`src/rtl/dualrail_pkg.sv`:
```
package dualrail_pkg;

    // Pair code written as {true_rail, complement_rail}
    typedef enum logic [1:0] {
        PAIR_IDLE = 2'b00,
        PAIR_ZERO = 2'b01,
        PAIR_ONE  = 2'b10,
        PAIR_BAD  = 2'b11
    } pair_code_e;

    typedef struct packed {
        logic gen;
        logic prop;
        logic kill;
    } gpk_t;

    function automatic pair_code_e pair_code(input logic t, input logic f);
        return pair_code_e'({t, f});
    endfunction

    // Derived from rails only: idle rails give an all-zero code
    function automatic gpk_t gpk_from_rails(input logic at, input logic af,
                                            input logic bt, input logic bf);
        gpk_t c;
        c.gen  = at & bt;
        c.kill = af & bf;
        c.prop = (at & bf) | (af & bt);
        return c;
    endfunction

endpackage

```
`src/rtl/rail_encoder.sv`:
```
module rail_encoder #(
    parameter int W = 8
) (
    input  logic         phase,
    input  logic [W-1:0] data,
    output logic [W-1:0] rail_t,
    output logic [W-1:0] rail_f
);
    for (genvar i = 0; i < W; i++) begin : g_bit
        always_comb begin
            rail_t[i] = phase &  data[i];
            rail_f[i] = phase & ~data[i];
        end
    end
endmodule

```
`src/rtl/gpk_encoder.sv`:
```
module gpk_encoder
    import dualrail_pkg::*;
#(
    parameter int W = 8
) (
    input  logic [W-1:0] at,
    input  logic [W-1:0] af,
    input  logic [W-1:0] bt,
    input  logic [W-1:0] bf,
    output logic [W-1:0] gen,
    output logic [W-1:0] prop,
    output logic [W-1:0] kill
);
    for (genvar i = 0; i < W; i++) begin : g_bit
        gpk_t code;
        always_comb begin
            code    = gpk_from_rails(at[i], af[i], bt[i], bf[i]);
            gen[i]  = code.gen;
            prop[i] = code.prop;
            kill[i] = code.kill;
        end
    end
endmodule

```
`src/rtl/rail_decoder.sv`:
```
module rail_decoder
    import dualrail_pkg::*;
#(
    parameter int W = 8
) (
    input  logic         clk,
    input  logic         rst,
    input  logic         phase,
    input  logic [W-1:0] rail_t,
    input  logic [W-1:0] rail_f,
    output logic [W-1:0] value,
    output logic         valid,
    output logic         err
);
    logic [W-1:0] pair_legal;
    logic [W-1:0] pair_bad;
    logic [W-1:0] pair_busy;

    for (genvar i = 0; i < W; i++) begin : g_pair
        pair_code_e pc;
        always_comb begin
            pc           = pair_code(rail_t[i], rail_f[i]);
            pair_legal[i] = (pc == PAIR_ZERO) || (pc == PAIR_ONE);
            pair_bad[i]   = (pc == PAIR_BAD);
            pair_busy[i]  = (pc != PAIR_IDLE);
        end
    end

    logic word_ok;
    logic fault;
    always_comb begin
        word_ok = phase && (&pair_legal);
        fault   = (|pair_bad) || (!phase && (|pair_busy));
    end

    always_ff @(posedge clk) begin
        if (rst) begin
            value <= '0;
            valid <= 1'b0;
            err   <= 1'b0;
        end else begin
            valid <= word_ok;
            if (word_ok) value <= rail_t;
            if (fault)   err   <= 1'b1;
        end
    end
endmodule

```
`src/rtl/dualrail_codec.sv`:
```
module dualrail_codec #(
    parameter int W = 8
) (
    input  logic         clk,
    input  logic         rst,
    input  logic         eval_phase,
    input  logic [W-1:0] op_a,
    input  logic [W-1:0] op_b,
    output logic [W-1:0] a_t,
    output logic [W-1:0] a_f,
    output logic [W-1:0] b_t,
    output logic [W-1:0] b_f,
    output logic [W-1:0] gen,
    output logic [W-1:0] prop,
    output logic [W-1:0] kill,
    input  logic [W-1:0] res_t,
    input  logic [W-1:0] res_f,
    output logic [W-1:0] res_value,
    output logic         res_valid,
    output logic         res_err
);
    rail_encoder #(.W(W)) u_enc_a (
        .phase(eval_phase), .data(op_a), .rail_t(a_t), .rail_f(a_f)
    );
    rail_encoder #(.W(W)) u_enc_b (
        .phase(eval_phase), .data(op_b), .rail_t(b_t), .rail_f(b_f)
    );
    gpk_encoder #(.W(W)) u_gpk (
        .at(a_t), .af(a_f), .bt(b_t), .bf(b_f),
        .gen(gen), .prop(prop), .kill(kill)
    );
    rail_decoder #(.W(W)) u_dec (
        .clk(clk), .rst(rst), .phase(eval_phase),
        .rail_t(res_t), .rail_f(res_f),
        .value(res_value), .valid(res_valid), .err(res_err)
    );
endmodule

```
`config.mk`:
```
export PLATFORM = sky130hd
export DESIGN_NAME = dualrail_codec
export DESIGN_NICKNAME = d
export VERILOG_FILES = /design/src/rtl/dualrail_pkg.sv /design/src/rtl/rail_encoder.sv /design/src/rtl/gpk_encoder.sv /design/src/rtl/rail_decoder.sv /design/src/rtl/dualrail_codec.sv
export SDC_FILE = /design/constraint.sdc
export NUM_CORES = 1
export LEC_CHECK = 0
export BUFFER_PORTS_ARGS = -buffer_cell sky130_fd_sc_hd__clkbuf_2
export CORE_UTILIZATION = 25
export CTS_CLUSTER_DIAMETER = 30
export DETAILED_ROUTE_END_ITERATION = 8
export PLACE_DENSITY_LB_ADDON = 0.15
export SLEW_MARGIN = 30
export SYNTH_ARGS = -nofsm -noshare
export SYNTH_HDL_FRONTEND = slang
export SYNTH_SLANG_ARGS = --single-unit
```
`constraint.sdc`:
```
create_clock -name clk -period 1.66 [get_ports clk]
set_clock_uncertainty 0.05 [all_clocks]
set_input_delay 0.332 -clock clk [delete_from_list [all_inputs] [get_ports clk]]
set_output_delay 0.332 -clock clk [all_outputs]
set_load 0.02 [all_outputs]
```
==> results of run 1 <==
[cells in the final DEF, fill, tap and decap left out, drive strengths merged, types with 8 or more instances in the layout]
master	synthesis	layout
dfxtp	10	10
nand2b	16	16
xor2	8	8
nor2b	24	24
inv	16	16
mux2i	8	8
ha	16	16
and2	24	24
clkbuf	6	103
and3	8	8
[flip-flops by register name, indices dropped and copies added (netlist names)]
name and count:
u_dec.err 1, u_dec.value 8, u_dec.valid 1
[final timing paths]
path / slack, ps / end / from
setup / recovery: 170 / kill[3] / eval_phase
setup reg to reg: 910 / u_dec.err$_SDFFE_PP0P_ / u_dec.err$_SDFFE_PP0P_
hold / removal: 320 / u_dec.value[3]$_SDFFE_PP0P_ / res_t[3]
hold reg to reg: 420 / u_dec.value[2]$_SDFFE_PP0P_ / u_dec.value[2]$_SDFFE_PP0P_
[per-stage QoR]
stage                     hold slack [ps]  setup WS (ps)
after global placement                413           84.5
after global routing                  340           73.7
after detailed placement              416           35.6
final                                 324            170
after CTS                             320            163
after floorplan                       437           15.7
[worst min-delay path, cell delays in order]
cell      delay (ps)
clkbuf_2         100
nand2b_1          60
mux2i_1           60
[where the power goes]
part / switching [W] / internal, W / leakage (nW)
Sequential: 0.00000106 / 0.000243 / 0.0809
Clock: 0.0000874 / 0.000158 / 0.0216
Combinational: 0.000228 / 0.000153 / 0.938
Total: 0.000316 / 0.000555 / 1.04
[cells by family (layout without fill, tap and decap cells)]
kind of cell             count (synthesis)  count (layout)  share of synthesized area
adder cells (fa/ha/maj)                 16              16                      0.171
buffers and inverters                   22             122                     0.0705
AND/OR/NAND/NOR                         82              82                      0.448
multiplexers                             8               8                     0.0684
flip-flops                              10              10                      0.171
AO/OA/AOI/OAI                            2               2                     0.0118
XOR/XNOR                                 8               8                     0.0598
[cell type report]
type	instances	area, sq um	area share
Timing Repair Buffer	103	548	0.302
Inverter	16	60.1	0.0331
Sequential cell	10	200	0.110
Clock buffer	3	41.3	0.0227
Multi-Input combinational cell	116	901	0.496
Tap cell	52	65.1	0.0358
[routing by layer]
layer  vias up  track usage  wire, um
met3         0       0.0317       191
met1       530        0.161      1400
met5         -            0         0
li1        668            -         -
met4         0       0.0200         0
met2        40        0.201      1580
==> results.py, run 1 <==
metrics = {
    "outcome": {
        "outcome": "finished clean",
    },
    "die": {
        "row_count": 24,
        "start_util": 0.265,
        "chipHeight_um": 70.4,
        "core_area_sq_um": 4410,
        "die_w_um": 70.4,
        "pin_count": 101,
        "dieArea_sq_um": 4960,
    },
    "detailed_routing": {
        "vias": 1238,
        "drc": 0,
        "viasPerCell": 4.13,
        "post_drt_wl_per_cell_um": 10.6,
        "first_iter_violations": 30,
        "dr.pass1.iters": 3,
        "drtAntennaViolNets": 0,
        "wl_mm": 3.18,
    },
    "synthesis": {
        "syn_avg_cell_area_sq_um": 7.91,
        "synth_cells": 148,
        "yosys_warnings": 0,
        "yosysTopAreaCellShare": 0.171,
        "synth_edf_count": 0,
        "async_reset_ff_frac": 0,
        "ys.flop_type": "dfxtp_1",
        "ys_seq_area_frac": 0.171,
        "syn-cell-area_sq_um": 1170,
        "synth_cell_types": 20,
        "yosys-top-cells-area": "dfxtp_1 17%, ha_1 17%, and2_1 13%",
        "ys_ff_latch": 10,
        "ys_top_cells_by_count": "24 x and2_1, 24 x nor2b_1, 16 x ha_1, 16 x inv_1, 16 x nand2b_1",
        "synth.net_count": 199,
        "yosys.area.top_type": "dfxtp_1",
    },
    "critical_path": {
        "end_kind": "output pin",
        "crit_path_max_incr_delay_ps": 170,
        "required_ps": 1280,
        "rr_worst_depth": 2,
        "crit_chain": "clkbuf_2 > buf_12 > nor2b_1 > nor2b_2 > clkbuf_2",
        "criticalPathCategory": "input pin to output pin",
        "cp.depth": 5,
        "crit_slowest_cell": "buf_12",
        "crit_buf_inv": 3,
        "path_delay_family": "buffers and inverters",
        "arrival_ps": 1110,
        "critPathMostFrequentCell": "clkbuf_2",
        "cp-start-kind": "input pin",
        "critPathMaxFanout": 36,
    },
    "sta": {
        "fin_crit_ps": 1490,
        "tightest_slew_ps": 264,
        "rsz0062_at_grt": "false",
        "fin_crit_sh": 0.898,
        "max_slew_margin": 0.823,
        "finalSetupViolCount": 0,
        "fmax_mhz": 671,
        "drv_slew": 0,
        "hold_viol_final": 0,
        "fin_tns_setup_ps": 0,
    },
    "cts": {
        "postCtsHoldBufs": 0,
        "path_clk_slew_ps": 50,
        "tritoncts": "yes",
        "htree_levels": 1,
        "cts_buffers": 3,
        "clk_path_buf_depth": 2,
        "cts_resized": 0,
        "clkSinkCount": 10,
        "root_buffer": "clkbuf_8",
        "post_cts_buffers": 0,
        "worst_skew_pair.late_latency_ps": 230,
    },
    "global_route": {
        "track_usage": 0.122,
        "grt_pass1_vias": 1033,
        "overflow": 0,
        "antenna_found_initial": 0,
        "grt_max_degree": 37,
        "grt_pass1_wl_mm": 4.93,
    },
    "placement": {
        "dp_cells": 297,
        "place_congestion": 0.710,
        "hpwl_mm": 2.69,
        "place_area_sq_um": 1770,
        "port_buffers": 100,
    },
    "cells_and_area": {
        "fin_cells": 300,
        "nets": 301,
        "antenna_cells": 0,
        "final_core_util": 0.411,
        "syn_to_final_growth_pct": 55.0,
        "design_area_sq_um": 1820,
        "drive_gt1_frac": 0.456,
        "fillers": 469,
    },
    "pwr": {
        "finalPower_w": 0.000871,
        "max-vdd-ir-drop_mv": 0.250,
        "power_density_nw_per_um2": 480,
        "leakage_nw": 1.04,
    },
    "job": {
        "cap_violations": 0,
    },
    "hold_path": {
        "hp-class": "input pin to flip-flop",
        "whs_path_depth": 3,
    },
}
No activity file was read; power rests on OpenSTA's default activity.
==> inputs of run 2 (changes only) <==
--- a/config.mk
+++ b/config.mk
@@ -7,6 +7,7 @@
 export LEC_CHECK = 0
 export BUFFER_PORTS_ARGS = -buffer_cell sky130_fd_sc_hd__clkbuf_2
 export CORE_UTILIZATION = 25
+export CTS_BUF_LIST = sky130_fd_sc_hd__clkbuf_16
 export CTS_CLUSTER_DIAMETER = 30
 export DETAILED_ROUTE_END_ITERATION = 8
 export PLACE_DENSITY_LB_ADDON = 0.15
==> run 2 against run 1 <==
Net effect:
- sequential cell count stayed put
- routed wire length is 0.94% higher
- critical path depth stayed put
- register-to-register slack hardly changed
- via count is 0.48% higher
- combinational power hardly changed
- power is 20% higher
- largest power group is now clock
==> results.py, run 2 (synthesized netlist as in run 1, its figures left out) <==
metrics = {
    "outcome": {
        "outcome": "finished clean",
    },
    "pwr": {
        "leakage_nw": 1.06,
        "power_density_nw_per_um2": 565,
        "max-vdd-ir-drop_mv": 0.311,
    },
    "cts": {
        "postCtsHoldBufs": 0,
        "post_cts_buffers": 0,
        "root_buffer": "clkbuf_16",
        "htree_levels": 1,
        "cts_resized": 0,
        "cts_buffers": 3,
        "path_clk_slew_ps": 40,
        "clk_path_buf_depth": 2,
        "clkSinkCount": 10,
        "worst_skew_pair.late_latency_ps": 230,
        "tritoncts": "yes",
    },
    "global_route": {
        "overflow": 0,
        "antenna_found_initial": 0,
        "grt_max_degree": 37,
        "grt_pass1_vias": 1038,
        "grt_pass1_wl_mm": 5.00,
        "track_usage": 0.124,
    },
    "critical_path": {
        "end_kind": "output pin",
        "crit_path_max_incr_delay_ps": 170,
        "critPathMaxFanout": 36,
        "arrival_ps": 1110,
        "crit_buf_inv": 3,
        "criticalPathCategory": "input pin to output pin",
        "crit_chain": "clkbuf_2 > buf_12 > nor2b_1 > nor2b_2 > clkbuf_2",
        "path_delay_family": "buffers and inverters",
        "required_ps": 1280,
        "critPathMostFrequentCell": "clkbuf_2",
        "cp-start-kind": "input pin",
        "crit_slowest_cell": "buf_12",
    },
    "placement": {
        "hpwl_mm": 2.69,
        "place_area_sq_um": 1770,
        "post-place-ws_ps": 35.6,
        "place_congestion": 0.710,
        "port_buffers": 100,
        "dp_cells": 297,
    },
    "cells_and_area": {
        "largest_reg_flops": 8,
        "nets": 301,
        "syn_to_final_growth_pct": 57.9,
        "layout_commonest_cell": "clkbuf_2",
        "layout_common_cells": "100 x clkbuf_2, 24 x and2_1, 19 x nor2b_1",
        "reg_top3": "u_dec.value x8, u_dec.err x1, u_dec.valid x1",
        "drive_gt1_frac": 0.456,
        "fillers": 466,
        "top_register": "u_dec.value",
        "fin_cells": 300,
        "antenna_cells": 0,
        "design_area_sq_um": 1850,
    },
    "detailed_routing": {
        "dr.pass1.iters": 3,
        "viasPerCell": 4.15,
        "drc": 0,
        "vias": 1244,
        "drtAntennaViolNets": 0,
        "post_drt_wl_per_cell_um": 10.7,
        "first_iter_violations": 30,
        "wl_mm": 3.21,
    },
    "die": {
        "dieArea_sq_um": 4960,
        "die_w_um": 70.4,
        "core_area_sq_um": 4410,
        "pin_count": 101,
        "start_util": 0.265,
        "row_count": 24,
        "chipHeight_um": 70.4,
    },
    "sta": {
        "hold_viol_final": 0,
        "setup_ws_ps": 170,
        "fin_crit_ps": 1490,
        "max_slew_margin": 0.823,
        "fin_tns_setup_ps": 0,
        "tightest_slew_ps": 263,
        "fin_crit_sh": 0.898,
        "rsz0062_at_grt": "false",
        "fmax_mhz": 671,
        "drv_slew": 0,
        "finalSetupViolCount": 0,
    },
    "job": {
        "cap_violations": 0,
    },
    "hold_path": {
        "hp-class": "input pin to flip-flop",
    },
}
[run 2: layout make-up]
cell class | instances | area (sq um) | area share
repair buffers | 103 | 548 | 0.296
inverters | 16 | 60.1 | 0.0325
flip-flops and latches | 10 | 200 | 0.108
well taps | 52 | 65.1 | 0.0352
clock buffers | 3 | 75.1 | 0.0406
multi-input cells | 116 | 901 | 0.487
[run 2: final timing paths]
| check | from | to | slack [ps] | cells after the start |
|---|---|---|---|---|
| max | eval_phase | kill[3] | 170 | 5 |
| min | res_t[2] | u_dec.value[2]$_SDFFE_PP0P_ | 320 | 3 |
| min reg2reg | u_dec.value[2]$_SDFFE_PP0P_ | u_dec.value[2]$_SDFFE_PP0P_ | 420 | 2 |
| max reg2reg | u_dec.err$_SDFFE_PP0P_ | u_dec.err$_SDFFE_PP0P_ | 910 | 2 |
[run 2: stage by stage]
step | total power, W | hold WS [ps] | util
global placement | 0.000637 | 413 | 0.402
detailed placement | 0.000635 | 416 | 0.402
global route | 0.00110 | 342 | 0.419
CTS | 0.00106 | 331 | 0.419
finish | 0.00104 | 323 | 0.419
floorplan | 0.000470 | 437 | -
[run 2: per-layer routing]
layer / track usage / part of all wire / up-vias
met3: 0.0361 / 0.061 / 4
met5: 0 / 0 / -
met2: 0.200 / 0.49 / 41
met4: 0.0200 / 0.0031 / 0
li1: - / - / 668
met1: 0.165 / 0.44 / 531
[run 2: power by group]
part	leakage, nW	switching, W	internal, W
combinational	0.938	0.000228	0.000153
clock	0.0370	0.000107	0.000312
sequential	0.0809	0.00000106	0.000243
total	1.06	0.000335	0.000709
[run 2: worst register-to-register path: cells and delay by family (launching register included)]
kind	cells	cell delay, ps
AND/OR/NAND/NOR	1	180
flip-flops	1	310
AO/OA/AOI/OAI	1	100
